$ cat src/rtl/ipi_intc_pkg.sv
package ipi_intc_pkg;
  localparam int IDX_SHIFT   = 6;
  localparam int IDX_LEGACY  = 'h02;
  localparam int IDX_REQ     = 'h20;
  localparam int IDX_CLR_IPI = 'h21;
  localparam int IDX_CLR_TMR = 'h22;

  typedef struct packed {
    logic zero_mask;
    logic spurious;
    logic redundant;
  } err_t;
endpackage

$ cat src/rtl/ipi_op_decode.sv
module ipi_op_decode
  import ipi_intc_pkg::*;
#(
  parameter int NPROC  = 64,
  parameter int IDX_W  = 6,
  parameter int DATA_W = 64,
  localparam int ACT_W = $clog2(NPROC + 1)
) (
  input  logic              wr,
  input  logic [IDX_W-1:0]  idx,
  input  logic [DATA_W-1:0] wdata,
  input  logic [ACT_W-1:0]  active_cnt,
  input  logic [NPROC-1:0]  ipi_q,
  input  logic [NPROC-1:0]  tmr_q,
  output logic [NPROC-1:0]  act_m,
  output logic [NPROC-1:0]  req_m,
  output logic [NPROC-1:0]  clr_ipi_m,
  output logic [NPROC-1:0]  clr_tmr_m,
  output err_t              err
);
  logic [NPROC-1:0] raw_m;
  logic [NPROC-1:0] leg_req, leg_ci, leg_ct;
  logic             zero_chk;

  for (genvar i = 0; i < NPROC; i++) begin : g_act
    assign act_m[i] = (ACT_W'(i) < active_cnt);
  end

  always_comb begin
    raw_m   = wdata[NPROC-1:0] & act_m;
    leg_req = '0;
    leg_ci  = '0;
    leg_ct  = '0;
    leg_req[3:0] = wdata[15:12];
    leg_ci[3:0]  = wdata[11:8];
    leg_ct[3:0]  = wdata[7:4];
    req_m     = '0;
    clr_ipi_m = '0;
    clr_tmr_m = '0;
    zero_chk  = 1'b0;
    if (wr) begin
      case (idx)
        IDX_W'(IDX_REQ):     begin req_m     = raw_m; zero_chk = 1'b1; end
        IDX_W'(IDX_CLR_IPI): begin clr_ipi_m = raw_m; zero_chk = 1'b1; end
        IDX_W'(IDX_CLR_TMR): begin clr_tmr_m = raw_m; zero_chk = 1'b1; end
        IDX_W'(IDX_LEGACY): begin
          req_m     = leg_req & act_m;
          clr_ipi_m = leg_ci & act_m;
          clr_tmr_m = leg_ct & act_m;
        end
        default: ;
      endcase
    end
    err.zero_mask = zero_chk && (raw_m == '0);
    err.redundant = |(req_m & ipi_q);
    err.spurious  = (|(clr_ipi_m & ~ipi_q)) | (|(clr_tmr_m & ~tmr_q));
  end
endmodule

$ cat src/rtl/ipi_pend_vec.sv
module ipi_pend_vec #(
  parameter int W = 64
) (
  input  logic         clk,
  input  logic         rst_n,
  input  logic [W-1:0] set_m,
  input  logic [W-1:0] clr_m,
  output logic [W-1:0] q
);
  for (genvar i = 0; i < W; i++) begin : g_bit
    logic nxt, en;
    always_comb begin
      en  = set_m[i] | clr_m[i];
      nxt = set_m[i];
    end
    always_ff @(posedge clk or negedge rst_n) begin
      if (!rst_n)  q[i] <= 1'b0;
      else if (en) q[i] <= nxt;
    end
  end
endmodule

$ cat src/rtl/ipi_timer_intc.sv
module ipi_timer_intc
  import ipi_intc_pkg::*;
#(
  parameter int NPROC  = 64,
  parameter int ADDR_W = 12,
  parameter int DATA_W = 64,
  localparam int ACT_W = $clog2(NPROC + 1),
  localparam int IDX_W = ADDR_W - IDX_SHIFT
) (
  input  logic              clk,
  input  logic              rst_n,
  input  logic              reg_en,
  input  logic              reg_we,
  input  logic [ADDR_W-1:0] reg_addr,
  input  logic [DATA_W-1:0] reg_wdata,
  output logic [DATA_W-1:0] reg_rdata,
  input  logic [1:0]        req_id,
  input  logic [ACT_W-1:0]  active_cnt,
  input  logic              tick,
  output logic [NPROC-1:0]  ipi_irq,
  output logic [NPROC-1:0]  tmr_irq,
  output logic              err_redundant,
  output logic              err_spurious,
  output logic              err_zero
);
  logic [IDX_W-1:0]  idx;
  logic              wr, rd;
  logic [NPROC-1:0]  act_m, req_m, clr_ipi_m, clr_tmr_m, tick_m;
  err_t              err_n, err_q;
  logic [DATA_W-1:0] rd_n;
  logic              unused_addr_lo;

  assign idx            = reg_addr[ADDR_W-1:IDX_SHIFT];
  assign unused_addr_lo = ^reg_addr[IDX_SHIFT-1:0];
  assign wr             = reg_en & reg_we;
  assign rd             = reg_en & ~reg_we;

  ipi_op_decode #(.NPROC(NPROC), .IDX_W(IDX_W), .DATA_W(DATA_W)) dec_i (
    .wr(wr), .idx(idx), .wdata(reg_wdata), .active_cnt(active_cnt),
    .ipi_q(ipi_irq), .tmr_q(tmr_irq), .act_m(act_m), .req_m(req_m),
    .clr_ipi_m(clr_ipi_m), .clr_tmr_m(clr_tmr_m), .err(err_n)
  );

  assign tick_m = tick ? act_m : '0;

  ipi_pend_vec #(.W(NPROC)) ipi_vec_i (
    .clk(clk), .rst_n(rst_n), .set_m(req_m), .clr_m(clr_ipi_m), .q(ipi_irq)
  );

  // set dominates clear inside the cell, so a tick beats a timer clear
  ipi_pend_vec #(.W(NPROC)) tmr_vec_i (
    .clk(clk), .rst_n(rst_n), .set_m(tick_m), .clr_m(clr_tmr_m), .q(tmr_irq)
  );

  always_comb begin
    rd_n = '0;
    case (idx)
      IDX_W'(IDX_CLR_IPI): rd_n = DATA_W'(ipi_irq);
      IDX_W'(IDX_CLR_TMR): rd_n = DATA_W'(tmr_irq);
      IDX_W'(IDX_LEGACY): begin
        rd_n[11:8] = ipi_irq[3:0];
        rd_n[7:4]  = tmr_irq[3:0];
        rd_n[1:0]  = req_id;
      end
      default: ;
    endcase
  end

  always_ff @(posedge clk or negedge rst_n) begin
    if (!rst_n) err_q <= '0;
    else        err_q <= err_n;
  end

  always_ff @(posedge clk or negedge rst_n) begin
    if (!rst_n)  reg_rdata <= '0;
    else if (rd) reg_rdata <= rd_n;
  end

  assign err_redundant = err_q.redundant;
  assign err_spurious  = err_q.spurious;
  assign err_zero      = err_q.zero_mask;
endmodule

$ cat config.mk
export PLATFORM = sky130hd
export DESIGN_NAME = ipi_timer_intc
export DESIGN_NICKNAME = d
export VERILOG_FILES = /design/src/rtl/ipi_intc_pkg.sv /design/src/rtl/ipi_op_decode.sv /design/src/rtl/ipi_pend_vec.sv /design/src/rtl/ipi_timer_intc.sv
export SDC_FILE = /design/constraint.sdc
export NUM_CORES = 1
export LEC_CHECK = 0
export ABC_AREA = 1
export CAP_MARGIN = 5
export CORE_MARGIN = 8
export CORE_UTILIZATION = 38
export CTS_CLUSTER_DIAMETER = 80
export DETAILED_ROUTE_END_ITERATION = 8
export DONT_BUFFER_PORTS = 1
export PLACE_DENSITY_LB_ADDON = 0.1
export SLEW_MARGIN = 20
export SYNTH_ARGS = -nofsm -noshare
export SYNTH_HDL_FRONTEND = slang
export SYNTH_SLANG_ARGS = --single-unit
export TNS_END_PERCENT = 30
$ cat constraint.sdc
create_clock -name clk -period 1.5 [get_ports clk]
set_input_delay 0.15 -clock clk [delete_from_list [all_inputs] [get_ports clk]]
set_output_delay 0.15 -clock clk [all_outputs]
set_load 0.01 [all_outputs]
==> results.ini, run 1 <==
[critical_path]
critPathKind=input pin to flip-flop
crit_path_frequent_cell=nand2_1
path_buf_inv=3
critical_path.startpoint=active_cnt[3]
arrival_ns=1.87
crit_chain=dlygate4sd3_1 > nand2_1 > nand2_1 > nand2_4 > buf_12 > buf_4 > nand2_1 > nor3_1 > nand4_1 > nor2_1
r2r-start=ipi_vec_i.q[63]
critPathSlowestCell=dlygate4sd3_1
setup.worst_path.end_class=flip-flop
slowest_delay_ns=0.60
path_max_fanout=11
crit_family=simple AND/OR/NAND/NOR gates
startpoint_type=input pin
critical_path_required_ns=1.89
r2r_setup_slack_ns=0.07

[yosys]
avgSynthCellArea_um2=6.88
synth_top_family_by_area=simple AND/OR/NAND/NOR gates
netlist-cell-type-count=33
synthTopCellsByArea=dfrtp_1 43%, nand2_1 13%, o21ai_0 9.1%
synthMuxAreaShare_pct=0
seq_area_frac_synth_pct=43.1
synth-simple-area-share_pct=31.2
synth_area_um2=11300
ys_warn_count=0
yosys.area.top_type=dfrtp_1
synthXorXnorAreaFrac_pct=0
synth_compound_area_share_pct=16.6
syn_nets=1734
syn_inst=1644
yosysTopAreaCellShare_pct=43.1
ys_seq_elements=195
synth-adder-area-share_pct=0

[cts]
cts_tree=done
root_buffer=clkbuf_16
h-tree-depth=4
clkSinkCount=195
clkTransAtPathRegs_ns=0.09
cts-buffers-inserted=17
clock_latency_ns=0.46
ctsLongestPathBuffers=2

[cells_and_area]
nFillCells=2982
fin_nets=2083
syn2layout_area_growth_pct=37.9
drive_above_1_share_pct=24.1

[pwr]
seq_power_share_pct=45.8
peakVddDrop_mv=0.749
switching_share_pct=31.2
p_per_area_nw_per_um2=824
pwr-share-clk_pct=37.7
comb_power_share_pct=16.5
p_switching_w=0.00401
p_int_w=0.00884
power.leakage_nw=7.92

[status]
violations=negative hold slack
outcome=finished, violations left

[routing]
vias_per_cell=5.47
drc=0
drt_wl_total_mm=56.1
vias=13100
drt_first_pass_iters=5
drtAntennaViolNets=0
wire_per_inst_um=23.4
drt_iter0_markers=1491

[floorplanning]
fp.dieW_um=189
core_um2=29500
initial_utilization_pct=38.4
rows=63
die-area_um2=35600
die_y_um=189
ioPinCount=285

[sta]
slew_viol_final=0
tightest_slew_ns=0.465
setup-tns-final_ns=0
max_freq_mhz=673
setup_viol=0
skew_ns=0.0125
post-route-period-util_pct=99.1
fin_crit_ns=1.49
hold-worst-slack_ns=-0.596
rsz0062_at_grt=yes
slew_headroom_pct=68.7
hold_viol=197

[global_routing]
grt_overflow_total=0
track_usage_pct=31.0
grt_pass1_vias=12600
grt_max_degree=196
antenna_found_initial=3
grt_pass1_wl_mm=83.5

[place]
place_congestion=0.959
port-buffer-count=0
dpl.hpwl_mm=44.0

[flow_run]
cap_viol_max_count=0

[worst_hold_path]
hold_path_class=input pin to asynchronous set/reset pin

## logic make-up (layout without fill, tap and decap cells)
kind of cell,after synthesis,in the layout
simple gates,821,821
other cells,0,3
flops,195,195
compound gates,365,365
buf+inv,263,625
## cells in the mapped netlist
cell and n:
buf_2 21, or2_1 1, nand4_1 34, dfrtp_1 195, nor3_1 26, buf_1 1, nand2_1 379, o21ai_2 1
nand3b_1 30, nor2_4 2, nor2_1 200, o22ai_1 20, o211ai_1 1, buf_4 2, inv_2 3, and2_1 1
nor4_1 4, o21a_1 1, nand3_1 137, nor3b_1 1, a21oi_2 1, clkbuf_1 50, buf_6 1, a32oi_1 1
o21bai_1 1, nor2_2 4, o21ai_1 10, nand2_2 2, a211oi_1 1, a22o_1 1, a21oi_1 122, o21ai_0 205
inv_1 185
## metal layers
metal  wire, um  vias to the layer above  track usage, %
li1           -                     6113               -
met1      25200                     6304            45.0
met2      24100                      642            46.4
met3       5520                       69            6.93
met4       1160                        2            6.86
met5         13                        -               0
## cells in the final DEF (no fill, tap or decap), types with 20 or more instances in the layout
master and count:
a21oi_1 121, buf_4 365, nor2_1 176, nor3_1 23
inv_1 183, dfrtp_1 194, nand3_1 128, nand2_1 364
o22ai_1 20, nand4_1 34, nand3b_1 30, o21ai_0 200
dlygate4sd3_1 23, nor2_2 20
## path summary, 6_finish.rpt
| kind | endpoint | cells past startpoint |
|---|---|---|
| worst max-delay path | err_zero | 10 |
| worst min-delay path | reg_rdata[8] | 0 |
| worst max register to register | err_redundant | 9 |
| worst min register to register | reg_rdata[9] | 2 |
| max in group asynchronous | tmr_vec_i.q[21] | 0 |
| min in group clk | tmr_vec_i.q[36] | 3 |
## area by class of cell
cell class	instances	area, um^2	share of cell area [%]
antenna	3	7.51	0.0481
clock buffer	18	439	2.81
clock inverter	14	143	0.914
inverter	188	706	4.52
multi-input combinational	1186	5640	36.1
sequential	195	4880	31.3
tap	390	488	3.13
timing repair buffer	405	3310	21.2
## state kept, by name, summed over array words and instances, names as in the netlist
signal,flops
err_zero,1
err_spurious,1
err_redundant,1
ipi_vec_i.q,64
tmr_vec_i.q,64
reg_rdata,64
## worst register-to-register path, stage by stage, from the launching register on
cell and delay, ns:
dfrtp_1 0.40, buf_4 0.14, nand3_1 0.07, nand2_1 0.08, nor2_1 0.12, nand2_1 0.07
nor2_1 0.18, nand2_1 0.11, nor2_1 0.10, nand2_1 0.05
## power groups by stage
stage	combinational (W)	sequential [W]	clock, W
2_1_floorplan	0.000840	0.00603	0
3_3_place_gp	0.00192	0.00600	0
3_5_place_dp	0.00194	0.00600	0
4_1_cts	0.00203	0.00590	0.00491
5_1_grt	0.00231	0.00594	0.00507
6_report	0.00212	0.00589	0.00484
## repair_timing
action / CTS / global route
pin swaps: 0 / 11
hold endpoints to repair: 250 / 199
setup endpoints to repair: 3 / 5
gates resized for setup: 9 / 42
hold buffers: 20 / 4
buffers inserted: 0 / 7
## per-stage QoR
stage / utilization, % / instances / worst slack, ns / cell area [um^2] / power, W
floorplan: - / 1644 / 0.000295 / 11400 / 0.00687
global placement: 49.3 / 2333 / -0.567 / 14500 / 0.00792
detailed placement: 49.3 / 2333 / -0.593 / 14500 / 0.00794
CTS: 52.1 / 2385 / 0.00742 / 15400 / 0.0128
global route: 52.9 / 2398 / -0.0377 / 15600 / 0.0133
finish: 52.9 / 2399 / 0.0134 / 15600 / 0.0129
(Power assumes the default switching activity.)
==> run 2, diff against run 1 <==
--- a/config.mk
+++ b/config.mk
@@ -9,6 +9,7 @@
 export CAP_MARGIN = 5
 export CORE_MARGIN = 8
 export CORE_UTILIZATION = 38
+export CTS_BUF_LIST = sky130_fd_sc_hd__clkbuf_2
 export CTS_CLUSTER_DIAMETER = 80
 export DETAILED_ROUTE_END_ITERATION = 8
 export DONT_BUFFER_PORTS = 1
==> constraint.sdc (replaced) <==
create_clock -name clk -period 1.7 [get_ports clk]
set_input_delay 0.17 -clock clk [delete_from_list [all_inputs] [get_ports clk]]
set_output_delay 0.17 -clock clk [all_outputs]
set_load 0.01 [all_outputs]
==> results.ini, run 2 (synthesis results as in run 1) <==
[status]
outcome=finished, violations left  ; unchanged
violations=negative hold slack, negative setup slack  ; was negative hold slack

[cts]
clkSinkCount=195  ; unchanged
cts-buffers-inserted=17  ; unchanged
clkTransAtPathRegs_ns=0.41  ; was 0.09 ns
ctsLongestPathBuffers=2  ; unchanged
h-tree-depth=4  ; unchanged
cts_tree=done  ; unchanged
clock_latency_ns=0.88  ; was 0.46 ns
root_buffer=clkbuf_2  ; was clkbuf_16

[global_routing]
grt_pass1_wl_mm=88.7  ; was 83.5 mm
grt_max_degree=196  ; unchanged
antenna_found_initial=7  ; was 3
grt_overflow_total=0  ; unchanged
track_usage_pct=32.5  ; was 31.0%
grt_pass1_vias=13900  ; was 12.6k

[sta]
skew_ns=0.0862  ; was 0.0125 ns
rsz0062_at_grt=yes  ; unchanged
max_freq_mhz=585
slew_headroom_pct=61.0  ; was 68.7%
setup_viol=2  ; was 0
fin_crit_ns=1.71
slew_viol_final=0  ; unchanged
worst_slack_ns=-0.00827  ; was 0.0134 ns
hold-worst-slack_ns=-1.08  ; was -0.596 ns
tightest_slew_ns=0.579  ; was 0.465 ns
hold_viol=195  ; was 197
post-route-period-util_pct=100

[place]
port-buffer-count=0  ; unchanged
dpl_cell_area_um2=14100  ; was 14500 um^2
dpl.hpwl_mm=44.1  ; was 44.0 mm
place_congestion=0.995  ; was 0.959
preCtsSetupSlack_ns=-0.583  ; was -0.593 ns

[routing]
drt_wl_total_mm=59.3  ; was 56.1 mm
drc=0  ; unchanged
drt_iter0_markers=1435  ; was 1491
vias=14100  ; was 13.1k
wire_per_inst_um=23.1  ; was 23.4 um
drt_first_pass_iters=6  ; was 5
drtAntennaViolNets=0  ; unchanged
vias_per_cell=5.49  ; was 5.47

[critical_path]
startpoint_type=input pin  ; unchanged
r2r-start=tmr_vec_i.q[1]  ; was ipi_vec_i.q[63]
r2r_end=reg_rdata[1]  ; was err_redundant
r2r_setup_slack_ns=0.06  ; was 0.07 ns
reg2reg_depth=5  ; was 9
path_max_fanout=3  ; was 11
critical_path_required_ns=2.46  ; was 1.89 ns
setup.worst_path.end_class=flip-flop  ; unchanged
arrival_ns=2.47  ; was 1.87 ns
critPathKind=input pin to flip-flop  ; unchanged

[pwr]
seq_power_share_pct=53.5  ; was 45.8%
pwr-share-clk_pct=25.5  ; was 37.7%
p_total_w=0.00989  ; was 0.0129 W
peakVddDrop_mv=0.464  ; was 0.749 mV
p_per_area_nw_per_um2=582  ; was 824 nW/um^2
comb_power_share_pct=21.0  ; was 16.5%
power.leakage_nw=8.24  ; was 7.92 nW
p_switching_w=0.00342  ; was 0.00401 W
p_int_w=0.00647  ; was 0.00884 W
switching_share_pct=34.6  ; was 31.2%

[floorplanning]
die-area_um2=35600  ; unchanged
ioPinCount=285  ; unchanged
die_y_um=189  ; unchanged
fp.dieW_um=189  ; unchanged
rows=63  ; unchanged
core_um2=29500  ; unchanged
initial_utilization_pct=38.4  ; unchanged

[flow_run]
cap_viol_max_count=0  ; unchanged

[cells_and_area]
nFillCells=2872  ; was 2982
syn2layout_area_growth_pct=50.1  ; was 37.9%
fin_nets=2243  ; was 2083
final_area_um2=17000  ; was 15600 um^2
drive_above_1_share_pct=18.4  ; was 24.1%
mostFrequentLayoutCells=370 x nand2_1, 280 x buf_4, 238 x dlygate4sd3_1  ; was 365 x buf_4, 364 x nand2_1, 200 x o21ai_0
layout_commonest_cell=nand2_1  ; was buf_4
top_regs=ipi_vec_i.q: 64 flops, reg_rdata: 64 flops, tmr_vec_i.q: 64 flops  ; unchanged

[worst_hold_path]
hold_path_class=input pin to asynchronous set/reset pin  ; unchanged

==> run 2: cell types whose count changed in the layout (fill, tap and decap cells not counted), moves of 12 or more <==
cell / delta
buf_4: -85
buf_6: +30
clkbuf_16: -17
clkbuf_2: +17
dlygate4sd3_1: +215
nor2_1: +13
nor2_2: -12
==> run 2: worst max path at each step <==
stage | end | slack (ns) | cells after the start | from
after floorplan | err_spurious | 0.12 | 14 | active_cnt[1]
after global placement | err_spurious | -0.62 | 15 | active_cnt[5]
after detailed placement | err_spurious | -0.58 | 15 | active_cnt[5]
after CTS | tmr_irq[22] | -0.03 | 1 | tmr_vec_i.q[22]
after global routing | tmr_irq[22] | -0.08 | 1 | tmr_vec_i.q[22]
final | err_redundant | -0.008 | 13 | reg_wdata[9]
==> run 2: what timing repair did <==
item                       in CTS  in global routing
pin swaps                       0                  3
buffers inserted                4                  1
hold endpoints to repair      390                198
gates resized for setup        12                 56
hold buffers                  239                  5
setup endpoints to repair      11                 43
==> run 2: routing by layer <==
layer  vias to the layer above  part of all wire [%]  global-route usage [%]
met5                         -                 0.017                       0
met4                         2                   3.0                    9.77
met3                       104                    11                    7.06
met2                       765                    44                    49.7
met1                      6770                    42                    45.5
li1                       6424                     -                       -
==> run 2: layout make-up <==
| class | instances | area (um^2) | area share, % |
|---|---|---|---|
| antenna | 6 | 15.0 | 0.0884 |
| inverter | 188 | 706 | 4.15 |
| timing repair buffer | 565 | 5140 | 30.2 |
| clock buffer | 17 | 85.1 | 0.501 |
| sequential | 195 | 4890 | 28.8 |
| clock inverter | 15 | 149 | 0.876 |
| multi-input combinational | 1186 | 5520 | 32.5 |
| tap | 390 | 488 | 2.87 |
==> run 2: worst max-delay path, cell delays in order <==
cell,delay (ns)
dlygate4sd3_1,0.59
nand2_1,0.08
dlygate4sd3_1,0.61
inv_1,0.13
buf_4,0.15
nand3_1,0.07
nand2_1,0.05
nor2_1,0.20
nand2_1,0.08
nor2_1,0.08
nand2_1,0.09
nor2_1,0.11
nand2_1,0.05
==> run 2: power groups by stage <==
| stage | sequential, W | clock, W | combinational (W) |
|---|---|---|---|
| finish | 0.00529 | 0.00252 | 0.00207 |
| global route | 0.00534 | 0.00269 | 0.00223 |
| detailed placement | 0.00536 | 0 | 0.00157 |
| CTS | 0.00529 | 0.00254 | 0.00198 |
| global placement | 0.00536 | 0 | 0.00155 |
| floorplan | 0.00532 | 0 | 0.000731 |
==> run 2: metrics by stage <==
step                      cells  TNS [ns]  utilization [%]
after detailed placement   2278     -1.77             47.7
after global routing       2562    -0.462             57.6
after global placement     2278     -1.80             47.7
after floorplan            1644         0                -
after CTS                  2552   -0.0644             56.9
final                      2562   -0.0142             57.6
==> run 3, diff against run 2 <==
--- a/config.mk
+++ b/config.mk
@@ -13,7 +13,7 @@
 export CTS_CLUSTER_DIAMETER = 80
 export DETAILED_ROUTE_END_ITERATION = 8
 export DONT_BUFFER_PORTS = 1
-export PLACE_DENSITY_LB_ADDON = 0.1
+export PLACE_DENSITY = 0.54
 export SLEW_MARGIN = 20
 export SYNTH_ARGS = -nofsm -noshare
 export SYNTH_HDL_FRONTEND = slang
==> results.ini, run 3 (synthesis results as in run 1) <==
[sta]
rsz0062_at_grt=yes  ; unchanged
setup-tns-final_ns=-0.131  ; was -0.0142 ns
worst_slack_ns=-0.0603  ; was -0.00827 ns
fin_crit_ns=1.76  ; was 1.71 ns
hold-worst-slack_ns=-1.07  ; was -1.08 ns
tightest_slew_ns=0.840  ; was 0.579 ns
max_freq_mhz=568  ; was 585 MHz
setup_viol=7  ; was 2
slew_viol_final=0  ; unchanged
post-route-period-util_pct=104  ; was 100%
skew_ns=0.0852  ; was 0.0862 ns
slew_headroom_pct=43.8  ; was 61.0%
hold_viol=195  ; unchanged

[critical_path]
slowest_delay_ns=0.56  ; was 0.61 ns
path_max_fanout=8  ; was 3
arrival_ns=2.55  ; was 2.47 ns
r2r_setup_slack_ns=0.10  ; was 0.06 ns
critical_path_required_ns=2.49  ; was 2.46 ns
critPathKind=input pin to flip-flop  ; unchanged
startpoint_type=input pin  ; unchanged
setup.worst_path.end_class=flip-flop  ; unchanged
crit_chain=inv_2 > nand2_1 > buf_4 > dlygate4sd3_1 > o21ai_0 > nor2_1 > inv_1 > nand4_1 > nor2_1 > nand4_1 > nor2_1  ; was dlygate4sd3_1 > nand2_1 > dlygate4sd3_1 > inv_1 > buf_4 > nand3_1 > nand2_1 > nor2_1 > nand2_1 > nor2_1 > nand2_1 > nor2_1 > nand2_1
crit_path_frequent_cell=nor2_1  ; was nand2_1
critPathSlowestCell=dlygate4sd3_1  ; unchanged

[routing]
drt_iter0_markers=1429  ; was 1435
dr_wl_met3_mm=6.03  ; was 6.30 mm
wire_per_inst_um=23.1  ; about the same
drt_first_pass_iters=7  ; was 6
vias_per_cell=5.50  ; was 5.49
drtAntennaViolNets=0  ; unchanged
vias=13900  ; was 14.1k
drc=0  ; unchanged
top_layer_used=met4  ; was met5
met1_length_mm=24.9  ; was 25.1 mm
drt_wl_total_mm=58.4  ; was 59.3 mm
route.met2.wl_mm=25.4  ; was 26.1 mm

[global_routing]
grt_overflow_total=0  ; unchanged
grt_pass1_wl_mm=87.7  ; was 88.7 mm
grt_pass1_vias=13600  ; was 13.9k
grt_max_degree=196  ; unchanged
track_usage_pct=32.1  ; was 32.5%
antenna_found_initial=4  ; was 7

[cts]
h-tree-depth=4  ; unchanged
ctsLongestPathBuffers=2  ; unchanged
cts-buffers-inserted=17  ; unchanged
clkTransAtPathRegs_ns=0.38  ; was 0.41 ns
clkSinkCount=195  ; unchanged
clock_latency_ns=0.88  ; about the same
cts_tree=done  ; unchanged
root_buffer=clkbuf_2  ; unchanged

[cells_and_area]
fin_cells=2529  ; was 2562
drive_above_1_share_pct=17.6  ; was 18.4%
nFillCells=2901  ; was 2872
layout.area.seq_um2=4890  ; about the same
mostFrequentLayoutCells=376 x nand2_1, 255 x buf_4, 229 x dlygate4sd3_1  ; was 370 x nand2_1, 280 x buf_4, 238 x dlygate4sd3_1
multi_input_area_um2=5520  ; about the same
fin_nets=2212  ; was 2243
final_core_util_pct=56.7  ; was 57.6%
top_regs=ipi_vec_i.q: 64 flops, reg_rdata: 64 flops, tmr_vec_i.q: 64 flops  ; unchanged
syn2layout_area_growth_pct=47.8  ; was 50.1%
layout_commonest_cell=nand2_1  ; unchanged

[floorplanning]
core_um2=29500  ; unchanged
rows=63  ; unchanged
initial_utilization_pct=38.4  ; unchanged
ioPinCount=285  ; unchanged
die_y_um=189  ; unchanged
fp.dieW_um=189  ; unchanged
die-area_um2=35600  ; unchanged

[place]
dpl.hpwl_mm=43.0  ; was 44.1 mm
place_congestion=0.988  ; was 0.995
dp_cells=2256  ; was 2278
port-buffer-count=0  ; unchanged
preCtsSetupSlack_ns=-0.423  ; was -0.583 ns

[flow_run]
cap_viol_max_count=0  ; unchanged

[pwr]
peakVddDrop_mv=0.429  ; was 0.464 mV
p_per_area_nw_per_um2=593  ; was 582 nW/um^2
p_total_w=0.00992  ; was 0.00989 W
power.leakage_nw=8.10  ; was 8.24 nW

[status]
outcome=finished, violations left  ; unchanged
violations=negative hold slack, negative setup slack  ; unchanged

[worst_hold_path]
hold_path_class=input pin to asynchronous set/reset pin  ; unchanged

[run 3: changes by cell type in the layout (fill, tap and decap cells not counted), moves of 3 or more]
cell,before,now
o21ai_1,14,11
buf_6,31,38
buf_12,12,9
dfrtp_1,190,187
dfrtp_2,5,8
nand2_2,11,4
dlygate4sd3_1,238,229
o21ai_0,200,204
nand2_1,370,376
buf_4,280,255
[run 3: worst paths after layout]
check,cells after the start,end,start
min reg2reg,2,reg_rdata[8],reg_rdata[8]
min,0,ipi_vec_i.q[27],rst_n
max in group asynchronous,0,ipi_vec_i.q[43],rst_n
max,11,err_zero,active_cnt[6]
max reg2reg,5,reg_rdata[6],tmr_vec_i.q[2]
min in group clk,7,tmr_vec_i.q[6],reg_addr[10]
[run 3: repair_timing]
action,in CTS,in global routing
hold buffers,232,4
endpoints found under the hold margin,390,200
setup endpoints to repair,21,77
buffers inserted,4,1
pin swaps,0,1
resized for setup,21,50
[run 3: through the flow]
stage | hold WS (ns) | instance area (um^2)
CTS | -1.15 | 16500
finish | -1.07 | 16700
global route | -1.16 | 16700
global placement | -0.114 | 13900
floorplan | -0.126 | 11300
detailed placement | -0.115 | 13900
[run 3: power breakdown]
group / total, W / switching (W) / internal [W]
clock network: 0.00260 / 0.00187 / 0.000722
registers: 0.00530 / 0.000376 / 0.00493
logic: 0.00202 / 0.00108 / 0.000938
[run 3: cell type report]
class	count	share of cell area, %
tap	390	2.92
multi-input combinational	1186	33.0
antenna	4	0.0598
inverter	188	4.22
sequential	195	29.2
clock buffer	19	0.569
clock inverter	13	0.883
timing repair buffer	534	29.1
[run 3: worst max-delay path, delay by kind of cell]
family                 cells  cell delay, ns
AO/OA/AOI/OAI              1            0.31
buffers and inverters      4            1.08
AND/OR/NAND/NOR            6            1.00
[run 3: per-layer routing]
| layer | global-route usage (%) | up-vias |
|---|---|---|
| li1 | - | 6350 |
| met1 | 44.0 | 6707 |
| met2 | 48.6 | 747 |
| met3 | 8.13 | 109 |
| met4 | 11.1 | 0 |
| met5 | 0 | - |
